<file path="config.mk">
export PLATFORM = sky130hd
export DESIGN_NAME = lcd_line_writer
export DESIGN_NICKNAME = d
export VERILOG_FILES = /design/src/rtl/lcd_pkg.sv /design/src/rtl/lcd_tick_gen.sv /design/src/rtl/lcd_bus_engine.sv /design/src/rtl/lcd_seq.sv /design/src/rtl/lcd_line_writer.sv
export SDC_FILE = /design/constraint.sdc
export NUM_CORES = 1
export LEC_CHECK = 0
export ABC_CLOCK_PERIOD_IN_PS = 5240
export BUFFER_PORTS_ARGS = -buffer_cell sky130_fd_sc_hd__buf_4
export CAP_MARGIN = 20
export CORE_ASPECT_RATIO = 0.5
export CORE_MARGIN = 8
export CORE_UTILIZATION = 60
export CTS_CLUSTER_DIAMETER = 80
export DETAILED_ROUTE_END_ITERATION = 6
export PLACE_DENSITY = 0.77
export SYNTH_ARGS = -nofsm -noshare
export SYNTH_HDL_FRONTEND = slang
export SYNTH_SLANG_ARGS = --single-unit
export TNS_END_PERCENT = 50
</file>
<file path="constraint.sdc">
create_clock -name clk_i -period 5.24 [get_ports clk_i]
set_input_delay 0.262 -clock clk_i [delete_from_list [all_inputs] [get_ports clk_i]]
set_output_delay 0.262 -clock clk_i [all_outputs]
set_load 0.05 [all_outputs]
</file>
<file path="src/rtl/lcd_pkg.sv">
package lcd_pkg;
  localparam logic [7:0] CMD_FUNC    = 8'h38;
  localparam logic [7:0] CMD_DISP_ON = 8'h0C;
  localparam logic [7:0] CMD_CLEAR   = 8'h01;
  localparam logic [7:0] CMD_ENTRY   = 8'h06;
  localparam int unsigned INIT_STEPS = 6;
  localparam int unsigned BUSY_BIT   = 7;

  typedef enum logic [2:0] {
    ST_PWR, ST_WR, ST_WAIT, ST_POLL, ST_IDLE
  } seq_st_e;

  function automatic logic [7:0] init_cmd(input logic [2:0] idx);
    case (idx)
      3'd0, 3'd1, 3'd2: init_cmd = CMD_FUNC;
      3'd3:             init_cmd = CMD_DISP_ON;
      3'd4:             init_cmd = CMD_CLEAR;
      default:          init_cmd = CMD_ENTRY;
    endcase
  endfunction
endpackage

</file>
<file path="src/rtl/lcd_tick_gen.sv">
module lcd_tick_gen #(
  parameter int unsigned DIV = 50
) (
  input  logic clk_i,
  input  logic rst_ni,
  output logic tick_o
);
  localparam int unsigned CW = (DIV > 2) ? $clog2(DIV) : 1;
  logic [CW-1:0] cnt_q;

  assign tick_o = (cnt_q == CW'(DIV - 1));

  always_ff @(posedge clk_i or negedge rst_ni) begin
    if (!rst_ni)     cnt_q <= '0;
    else if (tick_o) cnt_q <= '0;
    else             cnt_q <= cnt_q + 1'b1;
  end
endmodule

</file>
<file path="src/rtl/lcd_bus_engine.sv">
// One bus access: setup (partial + full tick), E high one tick, hold one tick.
module lcd_bus_engine (
  input  logic       clk_i,
  input  logic       rst_ni,
  input  logic       tick_i,
  input  logic       req_i,
  input  logic       req_rs_i,
  input  logic       req_rw_i,
  input  logic [7:0] req_data_i,
  output logic       done_o,
  output logic [7:0] rd_data_o,
  output logic       lcd_rs_o,
  output logic       lcd_rw_o,
  output logic       lcd_e_o,
  output logic [7:0] lcd_data_o,
  input  logic [7:0] lcd_data_i,
  output logic       lcd_data_oe_o
);
  logic       active_q, rs_q, rw_q, e_q, oe_q;
  logic [1:0] ph_q;
  logic [7:0] dat_q, rd_q;

  assign done_o        = active_q && (ph_q == 2'd3) && tick_i;
  assign rd_data_o     = rd_q;
  assign lcd_rs_o      = rs_q;
  assign lcd_rw_o      = rw_q;
  assign lcd_e_o       = e_q;
  assign lcd_data_o    = dat_q;
  assign lcd_data_oe_o = oe_q;

  always_ff @(posedge clk_i or negedge rst_ni) begin
    if (!rst_ni) begin
      active_q <= 1'b0;
      ph_q     <= 2'd0;
      rs_q     <= 1'b0;
      rw_q     <= 1'b1;
      e_q      <= 1'b0;
      oe_q     <= 1'b0;
      dat_q    <= '0;
      rd_q     <= '0;
    end else if (!active_q) begin
      if (req_i) begin
        active_q <= 1'b1;
        ph_q     <= 2'd0;
        rs_q     <= req_rs_i;
        rw_q     <= req_rw_i;
        oe_q     <= !req_rw_i;
        dat_q    <= req_data_i;
      end
    end else if (tick_i) begin
      case (ph_q)
        2'd0: ph_q <= 2'd1;
        2'd1: begin ph_q <= 2'd2; e_q <= 1'b1; end
        2'd2: begin
          ph_q <= 2'd3;
          e_q  <= 1'b0;
          if (rw_q) rd_q <= lcd_data_i;
        end
        default: begin
          active_q <= 1'b0;
          ph_q     <= 2'd0;
          rs_q     <= 1'b0;
          rw_q     <= 1'b1;
          oe_q     <= 1'b0;
        end
      endcase
    end
  end
endmodule

</file>
<file path="src/rtl/lcd_seq.sv">
module lcd_seq
  import lcd_pkg::*;
#(
  parameter int unsigned PWR_TICKS   = 15000,
  parameter int unsigned WAIT1_TICKS = 4100,
  parameter int unsigned WAIT2_TICKS = 100,
  parameter int unsigned LINE_COLS   = 16
) (
  input  logic       clk_i,
  input  logic       rst_ni,
  input  logic       tick_i,
  input  logic       char_valid_i,
  input  logic [7:0] char_i,
  output logic       char_ready_o,
  output logic       bus_req_o,
  output logic       bus_rs_o,
  output logic       bus_rw_o,
  output logic [7:0] bus_data_o,
  input  logic       bus_done_i,
  input  logic [7:0] bus_rd_i
);
  localparam int unsigned MAXT  = (PWR_TICKS > WAIT1_TICKS) ?
                                  ((PWR_TICKS > WAIT2_TICKS) ? PWR_TICKS : WAIT2_TICKS) :
                                  ((WAIT1_TICKS > WAIT2_TICKS) ? WAIT1_TICKS : WAIT2_TICKS);
  localparam int unsigned CNT_W = $clog2(MAXT + 1);
  localparam int unsigned COL_W = $clog2(LINE_COLS + 1);

  seq_st_e          st_q;
  logic [CNT_W-1:0] cnt_q, lim_q;
  logic [2:0]       init_idx_q;
  logic             run_q, op_rs_q;
  logic [7:0]       op_byte_q, ch_q;
  logic [COL_W-1:0] col_q;

  assign char_ready_o = (st_q == ST_IDLE);
  assign bus_req_o    = (st_q == ST_WR) || (st_q == ST_POLL);
  assign bus_rw_o     = (st_q == ST_POLL);
  assign bus_rs_o     = (st_q == ST_WR) && op_rs_q;
  assign bus_data_o   = op_byte_q;

  always_ff @(posedge clk_i or negedge rst_ni) begin
    if (!rst_ni) begin
      st_q       <= ST_PWR;
      cnt_q      <= '0;
      lim_q      <= CNT_W'(PWR_TICKS);
      init_idx_q <= '0;
      run_q      <= 1'b0;
      op_rs_q    <= 1'b0;
      op_byte_q  <= init_cmd(3'd0);
      ch_q       <= '0;
      col_q      <= '0;
    end else begin
      case (st_q)
        ST_PWR, ST_WAIT: if (tick_i) begin
          if (cnt_q == lim_q - 1'b1) begin
            cnt_q <= '0;
            st_q  <= ST_WR;
          end else begin
            cnt_q <= cnt_q + 1'b1;
          end
        end
        ST_WR: if (bus_done_i) begin
          if (!run_q) begin
            if (init_idx_q == 3'(INIT_STEPS - 1)) begin
              run_q <= 1'b1;
              st_q  <= ST_IDLE;
            end else begin
              init_idx_q <= init_idx_q + 1'b1;
              op_byte_q  <= init_cmd(init_idx_q + 1'b1);
              if (init_idx_q == 3'd0) begin
                lim_q <= CNT_W'(WAIT1_TICKS);
                st_q  <= ST_WAIT;
              end else if (init_idx_q == 3'd1) begin
                lim_q <= CNT_W'(WAIT2_TICKS);
                st_q  <= ST_WAIT;
              end else begin
                st_q <= ST_POLL;
              end
            end
          end else if (!op_rs_q) begin
            // clear done: the held character goes to cell 0
            col_q     <= '0;
            op_rs_q   <= 1'b1;
            op_byte_q <= ch_q;
            st_q      <= ST_POLL;
          end else begin
            col_q <= col_q + 1'b1;
            st_q  <= ST_IDLE;
          end
        end
        ST_POLL: if (bus_done_i && !bus_rd_i[BUSY_BIT]) st_q <= ST_WR;
        ST_IDLE: if (char_valid_i) begin
          ch_q <= char_i;
          if (col_q == COL_W'(LINE_COLS)) begin
            op_rs_q   <= 1'b0;
            op_byte_q <= CMD_CLEAR;
          end else begin
            op_rs_q   <= 1'b1;
            op_byte_q <= char_i;
          end
          st_q <= ST_POLL;
        end
        default: st_q <= ST_PWR;
      endcase
    end
  end
endmodule

</file>
<file path="src/rtl/lcd_line_writer.sv">
module lcd_line_writer #(
  parameter int unsigned CLK_DIV     = 50,
  parameter int unsigned PWR_TICKS   = 15000,
  parameter int unsigned WAIT1_TICKS = 4100,
  parameter int unsigned WAIT2_TICKS = 100,
  parameter int unsigned LINE_COLS   = 16
) (
  input  logic       clk_i,
  input  logic       rst_ni,
  input  logic       char_valid_i,
  input  logic [7:0] char_i,
  output logic       char_ready_o,
  output logic       lcd_rs_o,
  output logic       lcd_rw_o,
  output logic       lcd_e_o,
  output logic [7:0] lcd_data_o,
  input  logic [7:0] lcd_data_i,
  output logic       lcd_data_oe_o
);
  logic       tick, bus_req, bus_rs, bus_rw, bus_done;
  logic [7:0] bus_data, bus_rd;

  lcd_tick_gen #(.DIV(CLK_DIV)) u_tick (
    .clk_i  (clk_i),
    .rst_ni (rst_ni),
    .tick_o (tick)
  );

  lcd_seq #(
    .PWR_TICKS   (PWR_TICKS),
    .WAIT1_TICKS (WAIT1_TICKS),
    .WAIT2_TICKS (WAIT2_TICKS),
    .LINE_COLS   (LINE_COLS)
  ) u_seq (
    .clk_i        (clk_i),
    .rst_ni       (rst_ni),
    .tick_i       (tick),
    .char_valid_i (char_valid_i),
    .char_i       (char_i),
    .char_ready_o (char_ready_o),
    .bus_req_o    (bus_req),
    .bus_rs_o     (bus_rs),
    .bus_rw_o     (bus_rw),
    .bus_data_o   (bus_data),
    .bus_done_i   (bus_done),
    .bus_rd_i     (bus_rd)
  );

  lcd_bus_engine u_bus (
    .clk_i         (clk_i),
    .rst_ni        (rst_ni),
    .tick_i        (tick),
    .req_i         (bus_req),
    .req_rs_i      (bus_rs),
    .req_rw_i      (bus_rw),
    .req_data_i    (bus_data),
    .done_o        (bus_done),
    .rd_data_o     (bus_rd),
    .lcd_rs_o      (lcd_rs_o),
    .lcd_rw_o      (lcd_rw_o),
    .lcd_e_o       (lcd_e_o),
    .lcd_data_o    (lcd_data_o),
    .lcd_data_i    (lcd_data_i),
    .lcd_data_oe_o (lcd_data_oe_o)
  );
endmodule

</file>
# Word-level counts from Yosys, hierarchy flattened
# Cells that the tools add are included.
# word_totals
register_bits	86
latch_bits	0
ramBits	0
rom_bits	0
inputBits	19
out_inout_bits	13
word_cells	134
n_memories	0
# op_classes
add_sub_neg	5
multipliers	0
div_mod_pow	0
order_cmp	0
n_eq_ne	26
n_shift	0
mux	50
bitwise_logic	3
reduce_logical	32
# ops
cell	count
$mux 8	6
$mux 14	3
$mux 3	9
$mux 1	21
$pmux 6 s3	1
$pmux 8 s2	1
$reduce_and 5->1	3
$add 14x1->14 const B	1
$eq 14x14->1	1
$sub 14x1->14 const B	1
$eq 3x2->1 const B	4
$pmux 3 s4	1
$reduce_and 4->1	3
$ne 2x1->1 const B	5
$reduce_and 2->1	5
$eq 3x1->1 const B	3
$eq 3x3->1 const B	3
$logic_not 3->1	3
$reduce_and 3->1	3
$reduce_bool 2->1	4
$add 6x1->6 const B	1
$eq 6x6->1 const B	1
$mux 2	3
$mux 6	1
18 further kinds	29

# Logic depth before layout (Yosys ltp)
# depth
word_depth	8
ltp_mapped	8
depth_no_buf	7

# Hierarchy
# A second synthesis with hierarchy kept.
# hier_totals
hier_cells	381
hier_area_um2	4017.6
# by_module_without_submodules
module	n_inst	cells_each	area_per_inst_um2	seq_area_each_um2
lcd_seq	1	285	2717.6	1182.4
lcd_bus_engine	1	70	1014.7	576.8
lcd_tick_gen	1	26	285.3	150.1

# Worst setup path before layout
# Ideal clock, no wire load.
# synth_path
kind	reg2reg
startpoint	reg u_seq.lim_q[11]
endpoint	reg u_seq.st_q[0]
setup_ns	0.074
t_arrival_ns	2.074
slack_ns	3.092
path_stages_with_launch	8
n_path_buf	0
path_cell_list	dfstp_2 inv_2 ha_1 nor3b_4 a2111oi_4 o2111ai_4 o31a_1 o21ai_2
# synth_via
elab_chain_len	4
# synth_rtl
item	line	text
start: declaration	lcd_seq.sv:29	logic [CNT_W-1:0] cnt_q, lim_q;
start signal: assignment	lcd_seq.sv:45	lim_q <= CNT_W'(PWR_TICKS);
start signal: assignment	lcd_seq.sv:71	lim_q <= CNT_W'(WAIT1_TICKS);
start signal: assignment	lcd_seq.sv:74	lim_q <= CNT_W'(WAIT2_TICKS);
$sub 14x1->14	lcd_seq.sv:55	if (cnt_q == lim_q - 1'b1) begin
$eq 14x14->1	lcd_seq.sv:55	
$ne 2x1->1 (no source line)	-	
$reduce_and 5->1 (no source line)	-	
end signal: assignment	lcd_seq.sv:57	st_q <= ST_WR;
end signal: assignment	lcd_seq.sv:66	st_q <= ST_IDLE;
end signal: assignment	lcd_seq.sv:72	st_q <= ST_WAIT;
end: declaration	lcd_seq.sv:28	seq_st_e st_q;
# No other way between the ends.
# A chain may end at the register's enable or synchronous reset.

# Final worst setup path
# layout_path
startpoint	reg u_seq.lim_q[11]
endpoint	reg u_seq.cnt_q[9]
# layout_via
elab_chain_len	3
# layout_rtl
item	line	text
$sub 14x1->14	lcd_seq.sv:55	
$eq 14x14->1	lcd_seq.sv:55	
$mux 14	lcd_seq.sv:55	
end signal: assignment	lcd_seq.sv:59	cnt_q <= cnt_q + 1'b1;
end: declaration	lcd_seq.sv:29	
# No other way between the ends.

==> impl_results.md <==
* Status: completed
* DP Wirelength at 5458 um
* Die width at 129.3 um
* Mean Syn Cell Area at 9.948 um2
* Req. time, crit path at 5.44 ns
* Starting Density at 62.80%
* Die height at 72.64 um
* Largest stage delay, worst path at 0.58 ns
* Max_slew headroom at 42.22%
* Core area at 6131 um2
* Synthesized Nets at 422
* Tmin final at 2.439 ns
* Met3 Use GR at 6.341%
* Worst slew pin tran at 0.8667 ns
* Peak VDD IR at 0.0002124 V
* RSZ-0062 raised after global routing: no
* CTS Buf Count at 9
* F_max at 410.1 MHz
* # DRC at 0
* Congestion Overflow GR at 0
* Synthesis warning total at 0
* Hold-fix buffers at CTS at 0
* Crit path capture type: register
* Clock skew at 0.003711 ns
* Drt wl/cell at 15.73 um
* Crit-path cells: inv_2 > ha_1 > nor3b_4 > a2111oi_4 > o2111ai_4 > nor3_4 > nor2_1
* Post-synth EDFFs at 0
* Asr flop ratio synth at 100.0%
* Vias in the first global route at 2879
* Vias per cell at 5.748
* Mapped Cells at 387
* Final Slew Violations at 0
* Initial antenna violation count at 0
* Post-synth top area share at 40.95%
* Gpl congestion at 0.8729
* Ant. Diodes at 0
* Synth Flop Type: dfrtp_1
* Crit share post-route at 46.54%
* GRT met2 Usage at 30.28%
* Setup crit start kind: register
* ANT nets after route at 0
* Synth unique cells at 67
* Drt pass-1 iters at 4
* Met1 usage at 22.04%
* Cell Rows at 20
* Clock sink count at 69
* H-tree level count at 3
* CP Class: register to register
* GRT Util Overall at 18.19%
* Hold crit path type: input port to asynchronous set/reset pin
* Initial DRC count at 288
* Number of register bits inferred by synthesis at 69
* First-pass GRT wire length at 13540 um
* Cell Area, Synth at 3850 um2
* Layout cell share with drive strength beyond 1 at 19.80%
* Multi-input gate area at 1967 um2
* # IOs at 32
* Total power at 1.209 mW
* Worst-path fanout max at 9
* Insertion delay to the later sink of the worst-skew pair at 0.33 ns
* Most Crowded Layer GR: met2
* Nets at 439
* Number of gates resized after cts at 0
* Max-Cap Viols at 0
* Clock Pin Slew Worst Setup and Hold Paths at 0.05 ns
* PortBufs at 24
* FF/Latch Area at 1734 um2
* Final setup viols at 0
* Clock root buffer: clkbuf_16
* Largest net degree at the start of global routing at 70
* Synth top area cells: dfrtp_1, nand2_1, ha_1
* Layout area overhead at 13.65%
* Post-synthesis sequential area ratio at 45.04%
* Setup Fix Bufs, Post-CTS at 0
* Arr. time, crit path at 2.64 ns
* CTS Buffer Depth at 2
* Critical path's slowest cell: dfstp_2
* Fillcell total at 451
* Final Hold Vio Count at 0
* Die area at 9391 um2
* CTS tree: yes
* Final TNS setup at 0 ns
* Largest area contributor in the synthesized netlist: dfrtp_1
* Power Dens Cells at 276.3 nW/um2
* Final WL at 7820 um
* Vias at 2857
* Leakage at 1.984 nW
[placed cells by master, fill, tap and decap left out, drive strengths merged, types with 5 or more instances in the layout]
| cell type | instances |
|---|---|
| inv | 15 |
| nand2b | 5 |
| and2 | 7 |
| xor2 | 6 |
| nor3 | 12 |
| nand2 | 55 |
| buf | 24 |
| nor2 | 33 |
| xnor2 | 12 |
| mux2 | 13 |
| a21oi | 14 |
| o21ai | 22 |
| a31oi | 5 |
| dfrtp | 63 |
| dfstp | 6 |
| clkbuf | 13 |
| nand3 | 19 |
| ha | 16 |
| or2 | 5 |
[Yosys cell counts, drive strengths merged (5+ instances only)]
cell     n
nor2    33
dfstp    6
a21oi   14
nand2b   5
inv     15
xor2     6
clkbuf   7
nand2   55
nor3    12
nand3   19
xnor2   12
or2      5
o21ai   22
and2     7
dfrtp   63
a31oi    5
buf     11
ha      16
mux2    13
[cell type report]
class,instances,share of cell area [%]
timing repair buffer,24,4.118
clock buffer,13,5.948
clock inverter,3,1.544
multi-input combinational,285,44.95
sequential,69,39.63
tap,88,2.516
inverter,15,1.287
[worst max-delay path, delay by kind of cell, from the launching register on]
kind / cells / cell delay, ns
AND/OR/NAND/NOR: 3 / 0.68
adder cells (fa/ha/maj): 1 / 0.29
buffers and inverters: 1 / 0.11
AO/OA/AOI/OAI: 2 / 0.65
flip-flops: 1 / 0.58
[layer usage]
layer | share of wire, % | vias up | wire, um
li1 | - | 1379 | -
met1 | 45 | 1404 | 3512
met2 | 49 | 66 | 3819
met3 | 5.4 | 8 | 419
met4 | 0.87 | 0 | 68
met5 | 0 | - | 0
[registers in the layout (all words and copies together), names as in the netlist]
signal / flops
u_bus.rd_data_o: 1
u_seq.init_idx_q: 3
u_bus.lcd_data_o: 8
u_bus.ph_q: 2
u_seq.ch_q: 8
u_bus.lcd_data_oe_o: 1
u_seq.cnt_q: 14
u_seq.run_q: 1
u_seq.st_q: 3
u_seq.col_q: 5
u_bus.lcd_rw_o: 1
u_seq.bus_data_o: 8
u_tick.cnt_q: 6
u_bus.lcd_e_o: 1
u_seq.op_rs_q: 1
u_bus.lcd_rs_o: 1
u_bus.active_q: 1
u_seq.lim_q: 4
[where the power goes]
| group | total, mW | internal (mW) | leakage (nW) | switching (mW) |
|---|---|---|---|---|
| combinational | 0.0177 | 0.00570 | 0.906 | 0.0120 |
| sequential | 0.534 | 0.534 | 0.921 | 0.000194 |
| clock | 0.657 | 0.443 | 0.156 | 0.215 |
[path summary, 6_finish.rpt]
check,startpoint,end,slack [ns],depth (start not counted)
max in group asynchronous,rst_ni,u_seq.lim_q[6],4.62,1
min in group clk_i,lcd_data_i[7],u_bus.rd_data_o[7],0.17,2
max reg2reg,u_seq.lim_q[11],u_seq.cnt_q[9],2.80,7
min,rst_ni,u_seq.cnt_q[8],0.03,1
max,u_seq.lim_q[11],u_seq.cnt_q[9],2.80,7
min reg2reg,u_seq.bus_data_o[7],u_bus.lcd_data_o[7],0.48,2
[metrics by stage]
step                setup slack [ns]  utilization, %  hold WS (ns)  area, um2  instances
floorplan                      3.092               -      -0.03359       3850        387
global placement               2.877           66.02        0.4112       4048        481
detailed placement             2.835           66.02        0.4212       4048        481
CTS                            2.808           71.37       0.07534       4375        497
global route                   2.649           71.37        0.1084       4375        497
finish                         2.801           71.37       0.02542       4375        497
[cell families (layout without fill, tap and decap cells)]
kind of cell / count (synthesis) / in the layout / share of synthesized area (%)
flops: 69 / 69 / 45.04
mux: 16 / 16 / 4.582
fa+ha+maj: 16 / 16 / 5.200
simple gates: 164 / 164 / 22.62
compound gates: 70 / 70 / 13.75
buf+inv: 33 / 55 / 3.867
xor+xnor: 19 / 19 / 4.940
(Power assumes the default switching activity.)
